**src/rtl/fcr_pkg.sv**
```systemverilog
package fcr_pkg;

  localparam int unsigned IDX_W     = 5;
  localparam int unsigned IMPL_W    = 32;
  localparam int unsigned CSR_W     = 32;
  localparam int unsigned CC_HI     = 31;
  localparam int unsigned CC_LO     = 25;
  localparam int unsigned CC_SOLO   = 23;
  localparam int unsigned CC_PACK_W = CC_HI - CC_LO + 2;

  typedef logic [IDX_W-1:0] fcr_idx_t;

  localparam fcr_idx_t IDX_IMPL = 5'd0;
  localparam fcr_idx_t IDX_UFR  = 5'd1;
  localparam fcr_idx_t IDX_UNFR = 5'd4;
  localparam fcr_idx_t IDX_CCR  = 5'd25;

  typedef struct packed {
    logic rd_impl;
    logic rd_fr;
    logic rd_cc;
    logic fr_clr;
    logic fr_set;
    logic cc_wr;
    logic ri;
  } fcr_ctl_t;

endpackage

```
**src/rtl/fcr_rst_sync.sv**
```systemverilog
module fcr_rst_sync #(
  parameter int unsigned STAGES = 2
) (
  input  logic clk,
  input  logic rst_n,
  output logic rst_sync_n
);

  logic [STAGES-1:0] sync_q;

  generate
    if (STAGES == 1) begin : g_one
      always_ff @(posedge clk or negedge rst_n) begin
        if (!rst_n) sync_q <= '0;
        else        sync_q <= 1'b1;
      end
    end else begin : g_chain
      always_ff @(posedge clk or negedge rst_n) begin
        if (!rst_n) sync_q <= '0;
        else        sync_q <= {sync_q[STAGES-2:0], 1'b1};
      end
    end
  endgenerate

  assign rst_sync_n = sync_q[STAGES-1];

endmodule

```
**src/rtl/fcr_decode.sv**
```systemverilog
module fcr_decode
  import fcr_pkg::*;
(
  input  logic     op_valid,
  input  logic     op_write,
  input  fcr_idx_t op_index,
  input  logic     src_is_zero,
  input  logic     ufr_present,
  input  logic     ufr_enable,
  input  logic     wr_hi_zero,
  output fcr_ctl_t ctl
);

  logic is_rd, is_wr;
  logic hit_impl, hit_ufr, hit_unfr, hit_ccr;
  logic alias_rd, alias_wr;

  always_comb begin
    is_rd    = op_valid & ~op_write;
    is_wr    = op_valid &  op_write;
    hit_impl = (op_index == IDX_IMPL);
    hit_ufr  = (op_index == IDX_UFR);
    hit_unfr = (op_index == IDX_UNFR);
    hit_ccr  = (op_index == IDX_CCR);

    // Alias is live only when advertised; a write also needs a zero source.
    alias_rd = is_rd & hit_ufr & ufr_present;
    alias_wr = is_wr & (hit_ufr | hit_unfr) & ufr_present & src_is_zero;

    ctl         = '0;
    ctl.rd_impl = is_rd & hit_impl;
    ctl.rd_cc   = is_rd & hit_ccr;
    ctl.rd_fr   = alias_rd & ufr_enable;
    ctl.fr_clr  = alias_wr & ufr_enable & hit_ufr;
    ctl.fr_set  = alias_wr & ufr_enable & hit_unfr;
    ctl.cc_wr   = is_wr & hit_ccr & wr_hi_zero;
    ctl.ri      = (alias_rd | alias_wr) & ~ufr_enable;
  end

endmodule

```
**src/rtl/fcr_state.sv**
```systemverilog
module fcr_state
  import fcr_pkg::*;
(
  input  logic                 clk,
  input  logic                 rst_n,
  input  fcr_ctl_t             ctl,
  input  logic [CC_PACK_W-1:0] cc_wdata,
  output logic                 fr_q,
  output logic [CC_PACK_W-1:0] cc_packed
);

  logic             fr_d, fr_en;
  logic [CSR_W-1:0] csr_q, csr_d;
  logic             csr_en;

  // Next-state logic
  always_comb begin
    fr_en = ctl.fr_clr | ctl.fr_set;
    fr_d  = ctl.fr_set & ~ctl.fr_clr;

    csr_en = ctl.cc_wr;
    csr_d  = csr_q;
    csr_d[CC_HI:CC_LO] = cc_wdata[CC_PACK_W-1:1];
    csr_d[CC_SOLO]     = cc_wdata[0];
  end

  // Registers with explicit enables
  always_ff @(posedge clk or negedge rst_n) begin
    if (!rst_n) begin
      fr_q  <= 1'b0;
      csr_q <= '0;
    end else begin
      if (fr_en)  fr_q  <= fr_d;
      if (csr_en) csr_q <= csr_d;
    end
  end

  assign cc_packed = {csr_q[CC_HI:CC_LO], csr_q[CC_SOLO]};

endmodule

```
**src/rtl/fcr_rdmux.sv**
```systemverilog
module fcr_rdmux
  import fcr_pkg::*;
#(
  parameter int unsigned XLEN = 64
) (
  input  fcr_ctl_t             ctl,
  input  logic [IMPL_W-1:0]    impl_reg,
  input  logic                 fr_q,
  input  logic [CC_PACK_W-1:0] cc_packed,
  output logic [XLEN-1:0]      rd_data
);

  logic [XLEN-1:0] impl_ext;

  generate
    if (XLEN > IMPL_W) begin : g_sext
      assign impl_ext = {{(XLEN-IMPL_W){impl_reg[IMPL_W-1]}}, impl_reg};
    end else begin : g_flat
      assign impl_ext = impl_reg[XLEN-1:0];
    end
  endgenerate

  always_comb begin
    rd_data = '0;
    if (ctl.rd_impl) rd_data = impl_ext;
    if (ctl.rd_fr)   rd_data[0] = fr_q;
    if (ctl.rd_cc)   rd_data[CC_PACK_W-1:0] = cc_packed;
  end

endmodule

```
**src/rtl/fpu_ctrl_access.sv**
```systemverilog
module fpu_ctrl_access
  import fcr_pkg::*;
#(
  parameter int unsigned XLEN       = 64,
  parameter int unsigned UFRP_POS   = 28,
  parameter int unsigned SYNC_STAGE = 2
) (
  input  logic              clk,
  input  logic              rst_n,
  input  logic              op_valid,
  input  logic              op_write,
  input  logic [IDX_W-1:0]  op_index,
  input  logic [XLEN-1:0]   wr_data,
  input  logic              src_is_zero,
  input  logic [IMPL_W-1:0] impl_reg,
  input  logic              ufr_enable,
  output logic [XLEN-1:0]   rd_data,
  output logic              ri_exc,
  output logic              fr_mode
);

  logic                 rst_sync_n;
  logic                 wr_hi_zero;
  fcr_ctl_t             ctl;
  logic                 fr_q;
  logic [CC_PACK_W-1:0] cc_packed;

  assign wr_hi_zero = ~|wr_data[XLEN-1:CC_PACK_W];

  fcr_rst_sync #(.STAGES(SYNC_STAGE)) u_rst (
    .clk        (clk),
    .rst_n      (rst_n),
    .rst_sync_n (rst_sync_n)
  );

  fcr_decode u_dec (
    .op_valid    (op_valid),
    .op_write    (op_write),
    .op_index    (op_index),
    .src_is_zero (src_is_zero),
    .ufr_present (impl_reg[UFRP_POS]),
    .ufr_enable  (ufr_enable),
    .wr_hi_zero  (wr_hi_zero),
    .ctl         (ctl)
  );

  fcr_state u_st (
    .clk       (clk),
    .rst_n     (rst_sync_n),
    .ctl       (ctl),
    .cc_wdata  (wr_data[CC_PACK_W-1:0]),
    .fr_q      (fr_q),
    .cc_packed (cc_packed)
  );

  fcr_rdmux #(.XLEN(XLEN)) u_rd (
    .ctl       (ctl),
    .impl_reg  (impl_reg),
    .fr_q      (fr_q),
    .cc_packed (cc_packed),
    .rd_data   (rd_data)
  );

  assign ri_exc  = ctl.ri;
  assign fr_mode = fr_q;

endmodule

```
**config.mk**
```make
export PLATFORM = sky130hd
export DESIGN_NAME = fpu_ctrl_access
export DESIGN_NICKNAME = d
export VERILOG_FILES = /design/src/rtl/fcr_pkg.sv /design/src/rtl/fcr_rst_sync.sv /design/src/rtl/fcr_decode.sv /design/src/rtl/fcr_state.sv /design/src/rtl/fcr_rdmux.sv /design/src/rtl/fpu_ctrl_access.sv
export SDC_FILE = /design/constraint.sdc
export NUM_CORES = 1
export LEC_CHECK = 0
export BUFFER_PORTS_ARGS = -buffer_cell sky130_fd_sc_hd__buf_2
export CAP_MARGIN = 15
export CORE_MARGIN = 5
export CORE_UTILIZATION = 30
export CTS_CLUSTER_DIAMETER = 120
export DETAILED_ROUTE_END_ITERATION = 6
export GPL_TIMING_DRIVEN = 0
export PLACE_DENSITY = 0.81
export SYNTH_ARGS = -nofsm -noshare
export SYNTH_HDL_FRONTEND = slang
export SYNTH_HIERARCHICAL = 1
export SYNTH_SLANG_ARGS = --single-unit
```
**constraint.sdc**
```tcl
create_clock -name clk -period 2.1 [get_ports clk]
set_input_delay 0.105 -clock clk [delete_from_list [all_inputs] [get_ports clk]]
set_output_delay 0.105 -clock clk [all_outputs]
set_load 0.005 [all_outputs]
```
==> flow_summary_export.csv <==
group,metric,value,unit
detailed_routing,drtIter0Drc,31,
yosys,ys_ff_latch,11,
timing,max_freq,0.582,GHz
grt,grt_first_pass_wirelength,6550,um
power_and_ir_drop,p_sw_frac,0.215,
place,dpl.hpwl,3850,um
yosys,yosysTopAreaCell,"dfrtp_1",
worst_setup_path,cpMostUsedCell,"buf_2",
place,post-place-ws,-0.0709,ns
worst_setup_path,path_max_fanout,6,
yosys,seq_area_frac_synth,0.232,
clock_tree,clkSinkCount,11,
finish,nets,419,
detailed_routing,drt-pass1-iter-count,4,
worst_setup_path,slowest_stage,"nor4_2",
grt,grt-ovfl-total,0,
clock_tree,cts-htree-levels,1,
power_and_ir_drop,power_switching,0.000118,W
clock_tree,cts_tree,"done",
timing,setup_violations,0,
die,fp.dieW,72.9,um
yosys,yosysTopAreaCellShare,0.232,
finish,area_growth,83.3,%
timing,tns,0,ns
timing,holdWs,0.103,ns
flow_run,maxCapViolCount,0,
place,gp_congestion,0.841,
finish,layout-drive-gt1-share,0.762,
grt,grt.total_usage,0.148,
worst_setup_path,path_cells,"buf_2 -> nor2_1 -> nand3b_1 -> nor4_2 -> buf_2 -> nor2b_4 -> a22o_2 -> buf_2",
clock_tree,clockRootBuffer,"clkbuf_8",
timing,finalCriticalPeriod,1.72,ns
clock_tree,cts_inserted_buffers,3,
outcome,status,"finished clean",
power_and_ir_drop,irDropWorstVdd,0.000344,V
detailed_routing,viasPerCell,4.30,
grt,antenna_found_initial,0,
power_and_ir_drop,powerDensity,254,nW/um2
die,die-area,5310,um2
finish,finalCoreUtilization,0.581,
timing,grt_setup_unrepaired,"false",
power_and_ir_drop,total_leakage_power,1.37,nW
power_and_ir_drop,p_clk_frac,0.367,
worst_setup_path,critPathMaxStageDelay,0.38,ns
timing,fin_worst_skew,0.00272,ns
yosys,ys_types,27,
detailed_routing,vias,1542,
die,coreArea,3740,um2
timing,hold_viol,0,
finish,insertedDiodeCount,0,
timing,setup_ws,0.381,ns
place,dpl.cell_count,354,
detailed_routing,ant_nets,0,
yosys,synth_area_per_cell,8.92,um2
detailed_routing,drt-total-wl,4210,um
worst_setup_path,arrival,1.61,ns
power_and_ir_drop,combPwrFrac,0.235,
detailed_routing,wl_per_cell,11.7,um
die,rows,22,
yosys,syn_inst,133,
finish,layout.cells.non_filler,359,
die,io_pins,173,
clock_tree,cts_buffer_depth,2,
yosys,synth_nets,240,
power_and_ir_drop,intPower,0.000433,W
timing,finalCritPeriodShare,0.819,
grt,grt_start_max_net_pins,34,
worst_setup_path,worst_setup_path_end_kind,"output port",
worst_setup_path,critPathKind,"input pin to output port",
worst_setup_path,cp.required,2.00,ns
clock_tree,clk_pin_slew_worst_paths,0.05,ns
power_and_ir_drop,seq_power_share,0.398,
place,numPortBuffers,172,
yosys,yosys_warnings,6,
worst_hold_path,hp-class,"input pin to register",
detailed_routing,drc,0,
clock_tree,clock_latency,0.23,ns
clock_tree,cts_setup_buffers,0,
worst_setup_path,start_kind,"input pin",
yosys,synth_area_leaders,"dfrtp_1 23%, buf_4 21%, and2_1 11%, mux2_4 10%, nor4_1 7.4%",
die,die_y,72.9,um
timing,slew_viol_final,0,
die,initial_core_util,0.317,
yosys,netlist_area,1190,um2
grt,grt_pass1_vias,1510,
==> cell usage in the layout, fill, tap and decap left out, types with 4 or more instances in the layout <==
cell	n
dfrtp_1	11
buf_4	33
nor4_1	13
buf_2	173
and2_1	20
nand4_1	4
nor2_1	5
mux2_4	8
a22o_2	6
nand2_1	6
==> final cells by class <==
class	instances	area, um2
Buffer	36	269
Multi-Input combinational cell	85	646
Tap cell	48	60.1
Fill cell	329	1570
Sequential cell	11	275
Clock buffer	4	45.0
Timing Repair Buffer	174	876
Inverter	1	3.75
==> through the flow <==
stage / total power, W / instance area (um2)
4_1_cts: 0.000560 / 2170
3_3_place_gp: 0.000347 / 2110
5_1_grt: 0.000586 / 2170
3_5_place_dp: 0.000351 / 2110
2_1_floorplan: 0.000242 / 1190
6_report: 0.000551 / 2170
==> state kept, by name (all words and copies together) (netlist names) <==
register	flops
u_st/fr_q	1
u_st/csr_q	8
u_rst/sync_q	2
==> path summary, 6_finish.rpt <==
path / start / end / slack, ns / cells past startpoint
min in group asynchronous: u_rst/sync_q[1]$_DFF_PN0_ / u_st/fr_q$_DFFE_PN0P_ / 0.14 / 0
hold reg to reg: u_rst/sync_q[1]$_DFF_PN0_ / u_st/fr_q$_DFFE_PN0P_ / 0.14 / 0
hold / removal: wr_data[2] / u_st/csr_q[26]$_DFFE_PN0P_ / 0.10 / 2
setup / recovery: op_index[3] / rd_data[7] / 0.38 / 8
setup reg to reg: u_st/csr_q[29]$_DFFE_PN0P_ / u_st/csr_q[29]$_DFFE_PN0P_ / 1.34 / 1
max in group asynchronous: u_rst/sync_q[1]$_DFF_PN0_ / u_st/csr_q[31]$_DFFE_PN0P_ / 1.70 / 0
==> cells in the mapped netlist, drive strengths merged <==
| master | count |
|---|---|
| and2 | 24 |
| buf | 34 |
| nor2 | 5 |
| nor4 | 16 |
| a22o | 6 |
| a2111oi | 1 |
| conb | 1 |
| nand3 | 1 |
| and4bb | 1 |
| dfrtp | 11 |
| mux2 | 8 |
| nand4 | 4 |
| nand2 | 6 |
| nor2b | 2 |
| a21oi | 2 |
| o21ba | 1 |
| inv | 1 |
| o21ai | 1 |
| nand3b | 3 |
| nor3 | 1 |
| nand4b | 1 |
| nand2b | 1 |
| clkbuf | 2 |
==> what timing repair did <==
action	in CTS	in global routing
gates resized for setup	1	1
gates cloned	0	0
endpoints found under the hold margin	2	0
pin swaps	0	0
hold buffers	1	0
endpoints found under the setup margin	32	32
==> power by group through the flow <==
stage          clock [W]  sequential (W)  combinational [W]
6_report        0.000202        0.000219           0.000130
5_1_grt         0.000221        0.000220           0.000145
4_1_cts         0.000210        0.000220           0.000131
3_5_place_dp           0        0.000223           0.000128
3_3_place_gp           0        0.000223           0.000124
2_1_floorplan          0        0.000222          0.0000202
==> logic make-up (layout without fill, tap and decap cells) <==
family,Yosys count,count (layout),share of synthesized area
AO/OA/AOI/OAI,11,11,0.0844
buffers and inverters,37,215,0.230
flip-flops,11,11,0.232
multiplexers,8,8,0.101
other,1,1,0.00316
AND/OR/NAND/NOR,65,65,0.349
==> layer usage <==
metal	part of all wire	track usage	up-vias
met5	0	0	-
met4	0.0059	0.0430	0
met3	0.14	0.0455	4
met2	0.50	0.268	97
met1	0.35	0.166	643
li1	-	-	798
==> worst max-delay path: cells and delay by family <==
| kind | cells | cell delay [ns] |
|---|---|---|
| AO/OA/AOI/OAI | 1 | 0.16 |
| buffers and inverters | 3 | 0.43 |
| AND/OR/NAND/NOR | 4 | 0.91 |
No activity file was read; power rests on OpenSTA's default activity.
